<file path="config.mk">
export PLATFORM = sky130hd
export DESIGN_NAME = tblx_unit
export DESIGN_NICKNAME = d
export VERILOG_FILES = /design/src/rtl/tblx_pkg.sv /design/src/rtl/tblx_rstsync.sv /design/src/rtl/tblx_decode.sv /design/src/rtl/tblx_regs.sv /design/src/rtl/tblx_seq.sv /design/src/rtl/tblx_unit.sv
export SDC_FILE = /design/constraint.sdc
export NUM_CORES = 1
export LEC_CHECK = 0
export CORE_UTILIZATION = 50
export DETAILED_ROUTE_END_ITERATION = 12
export DONT_BUFFER_PORTS = 1
export GPL_ROUTABILITY_DRIVEN = 0
export PLACE_DENSITY = 0.66
export SETUP_SLACK_MARGIN = 0.4
export SLEW_MARGIN = 10
export SYNTH_ARGS = -nofsm -noshare
export SYNTH_HDL_FRONTEND = slang
export SYNTH_SLANG_ARGS = --single-unit
</file>
<file path="constraint.sdc">
create_clock -name clk -period 2.5 [get_ports clk]
set_clock_uncertainty 0.15 [all_clocks]
set_input_delay 0.5 -clock clk [delete_from_list [all_inputs] [get_ports clk]]
set_output_delay 0.5 -clock clk [all_outputs]
set_load 0.05 [all_outputs]
</file>
<file path="src/rtl/tblx_pkg.sv">
package tblx_pkg;

  localparam logic [5:0] OPC_TRD = 6'b101010;
  localparam logic [5:0] OPC_TWR = 6'b101011;

  typedef enum logic [1:0] {
    OP_NONE = 2'd0,
    OP_RD   = 2'd1,
    OP_WR   = 2'd2
  } tbl_op_e;

  typedef struct packed {
    tbl_op_e    op;
    logic       hi;
    logic       inc;
    logic [7:0] fa;
  } tbl_dec_s;

  typedef enum logic {
    S_IDLE = 1'b0,
    S_MEM  = 1'b1
  } tbl_st_e;

endpackage

</file>
<file path="src/rtl/tblx_rstsync.sv">
module tblx_rstsync (
  input  logic clk,
  input  logic arst_n,
  output logic rst_n
);

  logic [1:0] sync_q;

  always_ff @(posedge clk or negedge arst_n) begin
    if (!arst_n) sync_q <= 2'b00;
    else         sync_q <= {sync_q[0], 1'b1};
  end

  assign rst_n = sync_q[1];

endmodule

</file>
<file path="src/rtl/tblx_decode.sv">
module tblx_decode
  import tblx_pkg::*;
(
  input  logic [15:0] instr,
  output tbl_dec_s    dec
);

  always_comb begin
    dec.hi  = instr[9];
    dec.inc = instr[8];
    dec.fa  = instr[7:0];
    unique case (instr[15:10])
      OPC_TRD: dec.op = OP_RD;
      OPC_TWR: dec.op = OP_WR;
      default: dec.op = OP_NONE;
    endcase
  end

endmodule

</file>
<file path="src/rtl/tblx_regs.sv">
module tblx_regs #(
  parameter int AW = 16,
  parameter int DW = 8,
  localparam int NB = 2,
  localparam int LW = NB * DW
) (
  input  logic          clk,
  input  logic          rst_n,
  input  logic          ptr_ld,
  input  logic [AW-1:0] ptr_ld_val,
  input  logic          ptr_inc,
  input  logic          byte_we,
  input  logic          hi_sel,
  input  logic [DW-1:0] byte_in,
  input  logic          word_we,
  input  logic [LW-1:0] word_in,
  output logic [AW-1:0] ptr,
  output logic [LW-1:0] lat
);

  logic [AW-1:0] ptr_q, ptr_nx;
  logic          ptr_en;

  always_comb begin
    ptr_en = ptr_ld | ptr_inc;
    ptr_nx = ptr_q;
    if (ptr_ld)       ptr_nx = ptr_ld_val;
    else if (ptr_inc) ptr_nx = ptr_q + 1'b1;
  end

  always_ff @(posedge clk or negedge rst_n) begin
    if (!rst_n)      ptr_q <= '0;
    else if (ptr_en) ptr_q <= ptr_nx;
  end

  assign ptr = ptr_q;

  for (genvar g = 0; g < NB; g++) begin : g_lbyte
    logic [DW-1:0] b_q, b_nx;
    logic          b_en;
    logic          b_sel;

    assign b_sel = (hi_sel == (g == NB - 1));

    always_comb begin
      b_en = word_we | (byte_we & b_sel);
      b_nx = word_we ? word_in[g*DW +: DW] : byte_in;
    end

    always_ff @(posedge clk or negedge rst_n) begin
      if (!rst_n)    b_q <= '0;
      else if (b_en) b_q <= b_nx;
    end

    assign lat[g*DW +: DW] = b_q;
  end

  // increment adds exactly one, modulo the pointer width
  a_r5_ptr_step: assert property (@(posedge clk) disable iff (!rst_n)
    (ptr_inc && !ptr_ld) |=> (ptr == $past(ptr) + 1'b1));

  // with no load and no increment the pointer holds
  a_r5_ptr_hold: assert property (@(posedge clk) disable iff (!rst_n)
    (!ptr_inc && !ptr_ld) |=> $stable(ptr));

  // a high-byte store leaves the low byte alone
  a_r2_low_kept: assert property (@(posedge clk) disable iff (!rst_n)
    (byte_we && hi_sel && !word_we) |=> (lat[DW-1:0] == $past(lat[DW-1:0])));

  // a low-byte store leaves the high byte alone
  a_r2_high_kept: assert property (@(posedge clk) disable iff (!rst_n)
    (byte_we && !hi_sel && !word_we) |=> (lat[LW-1:DW] == $past(lat[LW-1:DW])));

endmodule

</file>
<file path="src/rtl/tblx_seq.sv">
module tblx_seq
  import tblx_pkg::*;
#(
  parameter int PROG_CYCLES = 6,
  localparam int CW = (PROG_CYCLES > 2) ? $clog2(PROG_CYCLES) : 1
) (
  input  logic clk,
  input  logic rst_n,
  input  logic go,
  input  logic is_rd,
  input  logic is_wr,
  input  logic inc,
  input  logic internal,
  input  logic pgm_ok,
  input  logic irq,
  output logic busy,
  output logic done,
  output logic rd_stb,
  output logic wr_stb,
  output logic prog_stb,
  output logic ptr_inc,
  output logic word_we
);

  localparam logic [CW-1:0] LAST = CW'(PROG_CYCLES - 1);

  tbl_st_e       st_q, st_nx;
  logic [CW-1:0] cnt_q, cnt_nx;
  logic          rd_q, wr_q, inc_q, long_q, ext_q;
  logic          rd_nx, wr_nx, inc_nx, long_nx, ext_nx;
  logic          fin;
  logic          cnt_en, op_en;

  always_comb begin
    busy     = (st_q == S_MEM);
    fin      = busy & (~long_q | (cnt_q == LAST) | irq);
    done     = fin;
    rd_stb   = busy & rd_q;
    wr_stb   = busy & wr_q & ext_q;
    prog_stb = busy & long_q;
    ptr_inc  = fin & inc_q;
    word_we  = fin & rd_q;
  end

  always_comb begin
    st_nx   = st_q;
    cnt_nx  = cnt_q;
    cnt_en  = 1'b0;
    op_en   = 1'b0;
    rd_nx   = is_rd;
    wr_nx   = is_wr;
    inc_nx  = inc;
    long_nx = is_wr & internal & pgm_ok;
    ext_nx  = ~internal;
    unique case (st_q)
      S_IDLE: begin
        if (go) begin
          st_nx  = S_MEM;
          cnt_nx = '0;
          cnt_en = 1'b1;
          op_en  = 1'b1;
        end
      end
      S_MEM: begin
        if (fin) begin
          st_nx = S_IDLE;
        end else begin
          cnt_nx = cnt_q + 1'b1;
          cnt_en = 1'b1;
        end
      end
      default: st_nx = S_IDLE;
    endcase
  end

  always_ff @(posedge clk or negedge rst_n) begin
    if (!rst_n) st_q <= S_IDLE;
    else        st_q <= st_nx;
  end

  always_ff @(posedge clk or negedge rst_n) begin
    if (!rst_n)      cnt_q <= '0;
    else if (cnt_en) cnt_q <= cnt_nx;
  end

  always_ff @(posedge clk or negedge rst_n) begin
    if (!rst_n) begin
      rd_q   <= 1'b0;
      wr_q   <= 1'b0;
      inc_q  <= 1'b0;
      long_q <= 1'b0;
      ext_q  <= 1'b0;
    end else if (op_en) begin
      rd_q   <= rd_nx;
      wr_q   <= wr_nx;
      inc_q  <= inc_nx;
      long_q <= long_nx;
      ext_q  <= ext_nx;
    end
  end

  // an interrupt during programming ends the instruction at once
  a_r8_irq_abort: assert property (@(posedge clk) disable iff (!rst_n)
    (prog_stb && irq) |=> (!busy && !prog_stb));

  // programming continues until the count is reached
  a_r7_keeps_going: assert property (@(posedge clk) disable iff (!rst_n)
    (prog_stb && !irq && (cnt_q != LAST)) |=> (busy && prog_stb));

  // completion returns to idle, so a new instruction needs a new issue
  a_r10_done_idle: assert property (@(posedge clk) disable iff (!rst_n)
    done |=> !busy);

  // short accesses take a single busy cycle
  a_r9_short_one: assert property (@(posedge clk) disable iff (!rst_n)
    (!busy && go && !(is_wr && internal && pgm_ok)) |=> (busy && done));

endmodule

</file>
<file path="src/rtl/tblx_unit.sv">
module tblx_unit
  import tblx_pkg::*;
#(
  parameter int              AW          = 16,
  parameter int              DW          = 8,
  parameter int              PROG_CYCLES = 6,
  parameter logic [AW-1:0]   INT_LIMIT   = 16'h2000,
  localparam int             LW          = 2 * DW
) (
  input  logic          clk,
  input  logic          arst_n,
  input  logic          start,
  input  logic [15:0]   instr,
  output logic [7:0]    reg_addr,
  input  logic [DW-1:0] reg_rdata,
  output logic          reg_we,
  output logic [DW-1:0] reg_wdata,
  input  logic          ptr_wr,
  input  logic [AW-1:0] ptr_wdata,
  output logic [AW-1:0] pm_addr,
  output logic [LW-1:0] pm_wdata,
  input  logic [LW-1:0] pm_rdata,
  output logic          pm_rd,
  output logic          pm_wr_n,
  output logic          prog_en,
  input  logic          pgm_ok,
  input  logic          irq,
  output logic          busy,
  output logic          done
);

  logic          rst_n;
  tbl_dec_s      dec;
  logic          go, is_rd, is_wr, internal;
  logic          ptr_ld, ptr_inc, word_we, byte_we, wr_stb;
  logic [AW-1:0] ptr;
  logic [LW-1:0] lat;

  tblx_rstsync u_rst (
    .clk    (clk),
    .arst_n (arst_n),
    .rst_n  (rst_n)
  );

  tblx_decode u_dec (
    .instr (instr),
    .dec   (dec)
  );

  always_comb begin
    is_rd     = (dec.op == OP_RD);
    is_wr     = (dec.op == OP_WR);
    go        = start & ~busy & (is_rd | is_wr);
    internal  = (ptr < INT_LIMIT);
    reg_addr  = dec.fa;
    reg_we    = go & is_rd;
    reg_wdata = dec.hi ? lat[LW-1:DW] : lat[DW-1:0];
    byte_we   = go & is_wr;
    ptr_ld    = ptr_wr & ~busy & ~go;
    pm_addr   = ptr;
    pm_wdata  = lat;
    pm_wr_n   = ~wr_stb;
  end

  tblx_regs #(
    .AW (AW),
    .DW (DW)
  ) u_regs (
    .clk        (clk),
    .rst_n      (rst_n),
    .ptr_ld     (ptr_ld),
    .ptr_ld_val (ptr_wdata),
    .ptr_inc    (ptr_inc),
    .byte_we    (byte_we),
    .hi_sel     (dec.hi),
    .byte_in    (reg_rdata),
    .word_we    (word_we),
    .word_in    (pm_rdata),
    .ptr        (ptr),
    .lat        (lat)
  );

  tblx_seq #(
    .PROG_CYCLES (PROG_CYCLES)
  ) u_seq (
    .clk      (clk),
    .rst_n    (rst_n),
    .go       (go),
    .is_rd    (is_rd),
    .is_wr    (is_wr),
    .inc      (dec.inc),
    .internal (internal),
    .pgm_ok   (pgm_ok),
    .irq      (irq),
    .busy     (busy),
    .done     (done),
    .rd_stb   (pm_rd),
    .wr_stb   (wr_stb),
    .prog_stb (prog_en),
    .ptr_inc  (ptr_inc),
    .word_we  (word_we)
  );

  // no register write while an instruction is in flight
  a_r10_no_we_busy: assert property (@(posedge clk) disable iff (!rst_n)
    busy |-> !reg_we);

  // at most one memory strobe at a time
  a_r6_one_strobe: assert property (@(posedge clk) disable iff (!rst_n)
    $onehot0({pm_rd, !pm_wr_n, prog_en}));

  // a completed read leaves the sampled memory word in the latch
  a_r4_latch_fill: assert property (@(posedge clk) disable iff (!rst_n)
    (done && pm_rd) |=> (pm_wdata == $past(pm_rdata)));

  // no write strobe at all for an internal target
  a_r9_no_ext_wr: assert property (@(posedge clk) disable iff (!rst_n)
    (busy && internal) |-> pm_wr_n);

endmodule

</file>
==> results of run 1 <==
==> cells by family after synthesis <==
family / count (synthesis) / share of synthesized area
AND/OR/NAND/NOR: 83 / 0.166
AO/OA/AOI/OAI: 56 / 0.165
flip-flops: 43 / 0.432
buffers and inverters: 30 / 0.0672
multiplexers: 26 / 0.108
XOR/XNOR: 10 / 0.0351
adder cells (fa/ha/maj): 5 / 0.0251
other: 1 / 0.00150
==> area by class of cell <==
| type | count | area, um2 | share of cell area |
|---|---|---|---|
| multi-input combinational | 181 | 1350 | 0.450 |
| clock inverter | 3 | 15.0 | 0.00499 |
| sequential | 43 | 1080 | 0.360 |
| clock buffer | 5 | 68.8 | 0.0229 |
| inverter | 9 | 33.8 | 0.0112 |
| timing repair buffer | 39 | 370 | 0.123 |
| tap | 67 | 83.8 | 0.0279 |
==> flip-flops by register name, indices dropped and copies added (netlist names), 2 cells and up <==
| name | flops |
|---|---|
| u_rst.sync_q | 2 |
| u_regs.g_lbyte.b_q | 16 |
| u_seq.cnt_q | 3 |
| u_regs.ptr | 16 |
==> how the worst max path moves through the flow <==
stage	from	endpoint	slack, ps
2_1_floorplan	instr[12]	u_regs.g_lbyte[0].b_q[7]	-100
3_3_place_gp	instr[12]	u_regs.g_lbyte[0].b_q[0]	-120
3_5_place_dp	instr[12]	u_regs.g_lbyte[0].b_q[0]	-170
4_1_cts	instr[12]	u_regs.g_lbyte[0].b_q[7]	230
5_1_grt	instr[12]	u_regs.g_lbyte[0].b_q[7]	150
6_report	instr[12]	u_regs.g_lbyte[0].b_q[7]	230
==> critical path: stages <==
cell	delay, ps
nor4bb_4	270
nand2_1	100
nor2_2	100
ha_1	250
or3b_4	410
nor3b_4	190
buf_6	190
mux2i_4	230
o21ai_2	60
==> power by group through the flow <==
stage,sequential [W],combinational (W),clock [W]
2_1_floorplan,0.000899,0.000149,0
3_3_place_gp,0.000843,0.000229,0
3_5_place_dp,0.000844,0.000233,0
4_1_cts,0.000830,0.000242,0.000451
5_1_grt,0.000839,0.000279,0.000476
6_report,0.000830,0.000261,0.000435
==> metrics by stage <==
stage                     total power, W  hold slack (ps)  area (um2)  setup TNS, ps  setup slack [ps]
after floorplan                  0.00105             54.4        2520          -1170             -99.4
after global placement           0.00107             54.5        2680           -847              -119
after detailed placement         0.00108             54.5        2680          -1250              -170
after CTS                        0.00152              156        2830              0               226
after global routing             0.00159              155        3010              0               153
final                            0.00153              166        3010              0               227
==> repair_timing <==
item,4_1_cts,5_1_grt
endpoints found under the hold margin,2,0
setup buffers,6,6
hold buffers,1,0
pin swaps,0,10
gates resized for setup,4,22
gates cloned,0,2
setup endpoints to repair,13,44
==> cells in the final DEF, fill, tap and decap left out, types with 2 or more instances in the layout <==
| master | n |
|---|---|
| dfrtp_1 | 37 |
| nand2_1 | 34 |
| buf_4 | 30 |
| mux2i_1 | 17 |
| nor2_1 | 16 |
| nand3_1 | 11 |
| a21oi_1 | 11 |
| o21ai_1 | 10 |
| inv_1 | 9 |
| xnor2_1 | 9 |
| mux2_2 | 8 |
| o21ai_0 | 7 |
| dfrtp_2 | 6 |
| a31oi_1 | 5 |
| clkbuf_8 | 5 |
| nand4_1 | 4 |
| a211oi_1 | 4 |
| ha_1 | 4 |
| buf_6 | 4 |
| a2111oi_4 | 3 |
| a2111oi_2 | 3 |
| clkinv_2 | 3 |
| a21boi_2 | 2 |
| nor3b_4 | 2 |
| o21ai_2 | 2 |
| nand4_2 | 2 |
| a31o_2 | 2 |
| a21o_1 | 2 |
| clkbuf_16 | 2 |
| buf_12 | 2 |
==> per-layer routing <==
metal  GRT usage  share of wire  up-vias
li1            -              -      945
met1       0.265           0.42      949
met2       0.335           0.51       68
met3      0.0635          0.064        9
met4      0.0697          0.010        0
met5           0              0        -
==> flow_summary_export.csv, run 1 <==
group,metric,value,unit
outcome,outcome,"completed",
sta,worst_slew_pin_slew,908,ps
min_path,min_path_cells,2,
yosys,synth_ff_type,"dfrtp_1",
worst_setup_path,crit_required,2530,ps
floorplanning,dieWidth,72.6,um
worst_setup_path,cp-start-kind,"input pin",
floorplanning,core_area,4750,um2
floorplanning,fp.dieH,72.6,um
power,ir_worst_vdd,0.000436,V
cells_and_area,final_nets,346,
detailed_routing,drt-total-wl,5740,um
clock_tree,cts_htree_levels,2,
yosys,synth-edff-count,0,
power,p_int,0.00103,W
sta,period_share,0.909,
sta,finalHoldViolations,0,
power,sequentialPowerShare,0.544,
clock_tree,cts_made_buffers,5,
yosys,synth_area_leaders,"dfrtp_1 43%, mux2i_1 7.2%, nand2_1 5.3%",
yosys,ys_async_sr_fraction,1.00,
yosys,ys_types,46,
floorplanning,rows,25,
global_routing,antenna_found_initial,0,
power,pwr_density_cell,507,nW/um2
global_routing,grt_max_degree,42,
power,pwr-share-clk,0.285,
global_routing,grt_pass1_wl,8320,um
floorplanning,initial_core_util,0.524,
min_path,hp-start,"pm_rdata[9]",
yosys,synth_top_cell_by_area,"dfrtp_1",
detailed_routing,ant_nets,0,
power,p_switching,0.000499,W
sta,slew_headroom,0.394,
detailed_routing,viasPerCell,5.68,
placement,dp_hpwl,3850,um
power,switching_share,0.327,
yosys,netlist.area_leader.share,0.432,
yosys,ys_ff_latch,43,
worst_setup_path,r2r-end,"u_regs.g_lbyte[1].b_q[7]",
cells_and_area,diodes,0,
power,pwr-share-comb,0.171,
global_routing,grt.overflow.total,0,
clock_tree,cts.sinks,43,
yosys,synthesis.nets,321,
sta,period_minus_slack,2270,ps
placement,portBuffers,0,
worst_setup_path,cp.arrival,2300,ps
detailed_routing,drt_pass1_iterations,4,
detailed_routing,drt_iter0_drc,101,
sta,clock.fmax,440,MHz
worst_setup_path,r2r_start,"u_seq.cnt_q[1]",
worst_setup_path,worstSetupPathType,"in -> reg",
sta,maxSlewViolCount,0,
clock_tree,cts-root-buf,"clkbuf_8",
detailed_routing,drcViolationCount,0,
floorplanning,ioPinCount,116,
cells_and_area,drive_gt1_frac,0.314,
sta,finalSetupViolations,0,
global_routing,grt_pass1_vias,1746,
global_routing,track_usage,0.207,
min_path,hold_class,"in -> reg",
placement,place_inst,324,
yosys,yosysSeqAreaShare,0.432,
worst_setup_path,r2r_cells,9,
floorplanning,die_area,5270,um2
min_path,hold_end,"u_regs.g_lbyte[1].b_q[1]",
yosys,synth_common_cells,"43 x dfrtp_1, 35 x nand2_1, 18 x mux2i_1, 17 x nor2_1",
cells_and_area,syn2layout_area_growth,20.6,%
detailed_routing,wire_per_inst,16.5,um
yosys,syn-cell-area,2490,um2
yosys,synthMostInstantiatedCell,"dfrtp_1",
run,cap_violations,0,
yosys,yosys_warnings,0,
clock_tree,cts_buffer_depth,2,
cells_and_area,final_util,0.633,
cells_and_area,fillers,418,
sta,rsz0062_at_grt,"yes",
clock_tree,clk_pin_slew_worst_paths,90,ps
worst_setup_path,crit_path_end_kind,"flip-flop",
clock_tree,clock_latency,300,ps
worst_setup_path,reg2reg_slack,480,ps
detailed_routing,vias,1971,
power,leakagePower,1.34,nW
cells_and_area,fin_cells,347,
yosys,synth_cells,254,
yosys,syn_avg_cell_area,9.82,um2
worst_setup_path,crit_fanout,8,
clock_tree,cts_tree,"built",
Power figures use the tool's default switching activity.
==> run 2, diff against run 1 <==
--- a/config.mk
+++ b/config.mk
@@ -9,6 +9,7 @@
 export DETAILED_ROUTE_END_ITERATION = 12
 export DONT_BUFFER_PORTS = 1
 export GPL_ROUTABILITY_DRIVEN = 0
+export HOLD_SLACK_MARGIN = 0.05
 export PLACE_DENSITY = 0.66
 export SETUP_SLACK_MARGIN = 0.4
 export SLEW_MARGIN = 10
==> constraint.sdc (replaced) <==
create_clock -name clk -period 2.5 [get_ports clk]
set_clock_uncertainty 0.15 [all_clocks]
set_input_delay 0.25 -clock clk [delete_from_list [all_inputs] [get_ports clk]]
set_output_delay 0.25 -clock clk [all_outputs]
set_load 0.05 [all_outputs]
==> flow_summary_export.csv, run 2 (synthesized netlist as in run 1, its figures left out) <==
group,metric,value,unit
cells_and_area,drive_gt1_frac,0.227,
min_path,hold_class,"in -> reg",
global_routing,grt_pass1_vias,2006,
cells_and_area,layout_commonest_cell,"dlygate4sd3_1",
global_routing,track_usage,0.238,
worst_setup_path,cp-start-kind,"input pin",
worst_setup_path,crit_fanout,8,
floorplanning,initial_core_util,0.524,
sta,worst_slew_pin_slew,772,ps
floorplanning,ioPinCount,116,
floorplanning,dieWidth,72.6,um
detailed_routing,viasPerCell,5.41,
clock_tree,clock_latency,290,ps
sta,period_share,0.828,
floorplanning,core_area,4750,um2
sta,rsz0062_at_grt,"yes",
detailed_routing,drt_iter0_drc,108,
worst_setup_path,crit_path_end_kind,"flip-flop",
detailed_routing,wire_per_inst,15.6,um
cells_and_area,final_cell_mix,"44 x dlygate4sd3_1, 40 x dfrtp_1, 34 x nand2_1",
global_routing,antenna_found_initial,0,
clock_tree,cts_htree_levels,2,
run,cap_violations,0,
cells_and_area,fillers,399,
power,switching_share,0.315,
detailed_routing,drt_pass1_iterations,5,
clock_tree,cts_made_buffers,5,
power,ir_worst_vdd,0.000291,V
clock_tree,cts-root-buf,"clkbuf_8",
clock_tree,cts_buffer_depth,2,
sta,finalHoldViolations,0,
global_routing,grt_pass1_wl,9560,um
sta,period_minus_slack,2070,ps
power,pwr-share-clk,0.271,
floorplanning,die_area,5270,um2
clock_tree,clk_pin_slew_worst_paths,80,ps
detailed_routing,ant_nets,0,
worst_setup_path,worstSetupPathType,"in -> reg",
clock_tree,cts.sinks,43,
floorplanning,fp.dieH,72.6,um
detailed_routing,drt-total-wl,5930,um
worst_setup_path,cp.arrival,2100,ps
cells_and_area,final_nets,380,
sta,slew_headroom,0.486,
cells_and_area,final_util,0.684,
placement,dp_hpwl,3990,um
power,p_switching,0.000486,W
cells_and_area,diodes,0,
cells_and_area,fin_cells,380,
sta,maxSlewViolCount,0,
power,pwr-share-comb,0.193,
placement,place_inst,325,
placement,portBuffers,0,
floorplanning,rows,25,
sta,worst_hold_slack,101,ps
power,p_int,0.00106,W
sta,clock.fmax,483,MHz
worst_setup_path,crit_required,2530,ps
power,pwr_density_cell,474,nW/um2
detailed_routing,vias,2056,
power,leakagePower,1.43,nW
cells_and_area,syn2layout_area_growth,30.4,%
global_routing,grt.overflow.total,0,
clock_tree,cts_tree,"built",
sta,finalSetupViolations,0,
sta,tns,0,ps
power,sequentialPowerShare,0.535,
global_routing,grt_max_degree,36,
detailed_routing,drcViolationCount,0,
outcome,outcome,"completed",
==> run 2: per-stage QoR <==
step | setup WS [ps] | cell area (um2) | total power, W
after floorplan | 151 | 2510 | 0.00105
after global routing | 304 | 3250 | 0.00162
after global placement | 134 | 2660 | 0.00107
after detailed placement | 80.8 | 2660 | 0.00108
final | 430 | 3250 | 0.00154
after CTS | 405 | 3180 | 0.00156
==> run 2: worst max-delay path, cell delays in order <==
cell,delay [ps]
nor4bb_4,310
nand2_2,110
nor2_4,120
ha_4,220
or3b_4,400
nor3b_2,200
buf_6,180
mux2i_1,230
o21ai_2,80
==> run 2: worst paths after layout <==
check | startpoint | endpoint | slack (ps) | depth (start not counted)
max in group asynchronous | u_rst.sync_q[1] | u_regs.ptr[2] | 1430 | 1
min reg2reg | u_rst.sync_q[1] | u_regs.ptr[15] | 200 | 0
min in group asynchronous | u_rst.sync_q[1] | u_regs.ptr[15] | 200 | 0
min | instr[9] | u_regs.g_lbyte[1].b_q[6] | 100 | 3
max | instr[14] | u_regs.g_lbyte[0].b_q[0] | 430 | 9
max reg2reg | u_seq.cnt_q[1] | u_regs.ptr[11] | 570 | 7
==> run 2: power by group through the flow <==
stage	Sequential (W)	Combinational [W]	Clock (W)
after floorplan	0.000898	0.000147	0
final	0.000825	0.000298	0.000419
after global placement	0.000838	0.000235	0
after detailed placement	0.000840	0.000237	0
after CTS	0.000826	0.000295	0.000436
after global routing	0.000833	0.000319	0.000464
==> run 2: cell type report <==
cell class	instances	area (um2)	share of cell area
sequential	43	1080	0.332
timing repair buffer	73	662	0.204
inverter	9	33.8	0.0104
multi-input combinational	181	1310	0.403
clock inverter	2	13.8	0.00423
clock buffer	5	68.8	0.0212
tap	67	83.8	0.0258
==> run 2: layer usage <==
metal	routed length [um]	global-route usage
met1	2460	0.295
met4	176	0.111
met3	288	0.0539
met5	0	0
met2	3000	0.397
==> run 2: repair_timing <==
action	in CTS	in global routing
setup endpoints to repair	0	22
endpoints found under the hold margin	36	0
resized for setup	0	10
setup buffers	0	4
hold buffers	44	0
==> run 3, diff against run 2 <==
--- a/config.mk
+++ b/config.mk
@@ -10,7 +10,7 @@
 export DONT_BUFFER_PORTS = 1
 export GPL_ROUTABILITY_DRIVEN = 0
 export HOLD_SLACK_MARGIN = 0.05
-export PLACE_DENSITY = 0.66
+export PLACE_DENSITY = 0.69
 export SETUP_SLACK_MARGIN = 0.4
 export SLEW_MARGIN = 10
 export SYNTH_ARGS = -nofsm -noshare
==> constraint.sdc (replaced) <==
create_clock -name clk -period 1.9 [get_ports clk]
set_clock_uncertainty 0.15 [all_clocks]
set_input_delay 0.19 -clock clk [delete_from_list [all_inputs] [get_ports clk]]
set_output_delay 0.19 -clock clk [all_outputs]
set_load 0.05 [all_outputs]
==> flow_summary_export.csv, run 3 (synthesized netlist as in run 1, its figures left out) <==
group,metric,value,unit
floorplanning,rows,25,
sta,tns,-2820,ps
global_routing,grt_pass1_wl,13000,um
cells_and_area,final_nets,421,
power,pwr-share-clk,0.282,
clock_tree,cts_tree,"built",
power,sequentialPowerShare,0.447,
floorplanning,core_area,4750,um2
clock_tree,cts.sinks,43,
sta,maxSlewViolCount,0,
detailed_routing,drt-total-wl,10600,um
sta,finalHoldViolations,0,
worst_setup_path,cp.arrival,2110,ps
sta,fin_ws,-156,ps
floorplanning,ioPinCount,116,
sta,rsz0062_at_grt,"yes",
worst_setup_path,cp-startpoint,"u_seq.cnt_q[1]",
placement,dp_hpwl,4250,um
floorplanning,dieWidth,72.6,um
worst_setup_path,crit_top_cell,"buf_6",
cells_and_area,final_cell_mix,"46 x dlygate4sd3_1, 37 x buf_4, 31 x nand2_1",
outcome,violations,"setup timing",
power,pwr_density_cell,569,nW/um2
sta,slew_headroom,0.644,
worst_setup_path,crit_required,1950,ps
detailed_routing,vias,2658,
worst_setup_path,cp_cell_sequence,"inv_2, ha_4, a21oi_4, buf_6, a2111oi_4, buf_6, mux2i_1, nand2_1",
clock_tree,cts_made_buffers,5,
cells_and_area,fillers,201,
sta,worst_slew_pin_slew,534,ps
sta,period_share,1.08,
sta,finalSetupViolations,35,
power,switching_share,0.362,
global_routing,grt_pass1_vias,2502,
detailed_routing,wire_per_inst,25.2,um
global_routing,antenna_found_initial,0,
worst_setup_path,critPathMaxStageDelay,450,ps
worst_setup_path,r2r_cells,8,
worst_setup_path,r2r-end,"u_regs.ptr[15]",
clock_tree,cts-root-buf,"clkbuf_8",
sta,clock.fmax,486,MHz
worst_setup_path,slowest_stage,"a2111oi_4",
clock_tree,clk_pin_slew_worst_paths,100,ps
worst_setup_path,cp-start-kind,"flip-flop",
detailed_routing,drt_pass1_iterations,4,
cells_and_area,syn2layout_area_growth,67.9,%
detailed_routing,viasPerCell,6.30,
detailed_routing,drt_iter0_drc,205,
outcome,outcome,"complete, but fails checks",
min_path,hold_class,"reg -> async",
clock_tree,clock_latency,320,ps
floorplanning,die_area,5270,um2
worst_setup_path,crit_fanout,6,
cells_and_area,drive_gt1_frac,0.473,
cells_and_area,layout_commonest_cell,"dlygate4sd3_1",
power,p_int,0.00152,W
global_routing,grt_max_degree,33,
sta,period_minus_slack,2060,ps
detailed_routing,drcViolationCount,0,
power,power,0.00238,W
power,ir_worst_vdd,0.000528,V
worst_setup_path,reg2reg_slack,-160,ps
global_routing,track_usage,0.335,
placement,portBuffers,0,
floorplanning,initial_core_util,0.524,
floorplanning,fp.dieH,72.6,um
power,pwr-share-comb,0.271,
worst_setup_path,crit_path_end_kind,"flip-flop",
global_routing,grt.overflow.total,0,
cells_and_area,diodes,0,
placement,place_ws,-525,ps
detailed_routing,ant_nets,0,
worst_setup_path,worstSetupPathType,"reg -> reg",
power,p_switching,0.000862,W
power,leakagePower,1.73,nW
sta,worst_hold_slack,51.5,ps
clock_tree,cts_buffer_depth,2,
run,cap_violations,0,
worst_setup_path,r2r_start,"u_seq.cnt_q[1]",
clock_tree,cts_htree_levels,2,
run 3: final cells by class:
type                            instances  area [um2]  share of cell area
Inverter                                9        33.8             0.00807
Sequential cell                        43        1100               0.263
Tap cell                               67        83.8              0.0200
Clock buffer                            5        68.8              0.0164
Timing Repair Buffer                  113        1180               0.282
Multi-Input combinational cell        182        1690               0.405
Clock inverter                          3        26.3             0.00628
run 3: power groups by stage:
stage               sequential [W]  clock, W  combinational (W)
floorplan                  0.00120         0           0.000208
global placement           0.00106         0           0.000405
detailed placement         0.00106         0           0.000412
CTS                        0.00105  0.000636           0.000567
global route               0.00107  0.000707           0.000671
finish                     0.00106  0.000672           0.000647
run 3: worst max-delay path by stage:
stage	end	slack (ps)	cells past startpoint
after floorplan	u_regs.g_lbyte[0].b_q[7]	-390	10
after global placement	u_regs.g_lbyte[0].b_q[0]	-440	9
after detailed placement	u_regs.g_lbyte[0].b_q[3]	-530	9
after CTS	u_regs.g_lbyte[0].b_q[1]	-90	9
after global routing	u_regs.ptr[15]	-270	8
final	u_regs.ptr[15]	-160	8
run 3: critical path: cells and delay by family (launching register included):
family | cells | cell delay, ps
AND/OR/NAND/NOR | 1 | 60
AO/OA/AOI/OAI | 2 | 520
flip-flops | 1 | 440
adder cells (fa/ha/maj) | 1 | 140
buffers and inverters | 3 | 440
multiplexers | 1 | 190
run 3: metal layers:
| layer | vias to the layer above | wire [um] | GRT usage |
|---|---|---|---|
| met4 | 0 | 646 | 0.153 |
| met3 | 62 | 759 | 0.0718 |
| met2 | 184 | 5500 | 0.613 |
| met1 | 1322 | 3720 | 0.371 |
| li1 | 1090 | - | - |
| met5 | - | 0 | 0 |
run 3: what timing repair did:
| action | 4_1_cts | 5_1_grt |
|---|---|---|
| gates resized for setup | 70 | 46 |
| hold endpoints to repair | 36 | 1 |
| setup buffers | 9 | 11 |
| hold buffers | 45 | 1 |
| gates cloned | 3 | 1 |
| endpoints found under the setup margin | 54 | 55 |
| pin swaps | 26 | 27 |
run 3: metrics by stage:
step,instance area (um2),utilization,cells
after floorplan,2620,-,254
after global placement,2900,0.609,344
after detailed placement,2900,0.609,344
after CTS,3890,0.818,409
after global routing,4190,0.881,422
final,4190,0.881,422
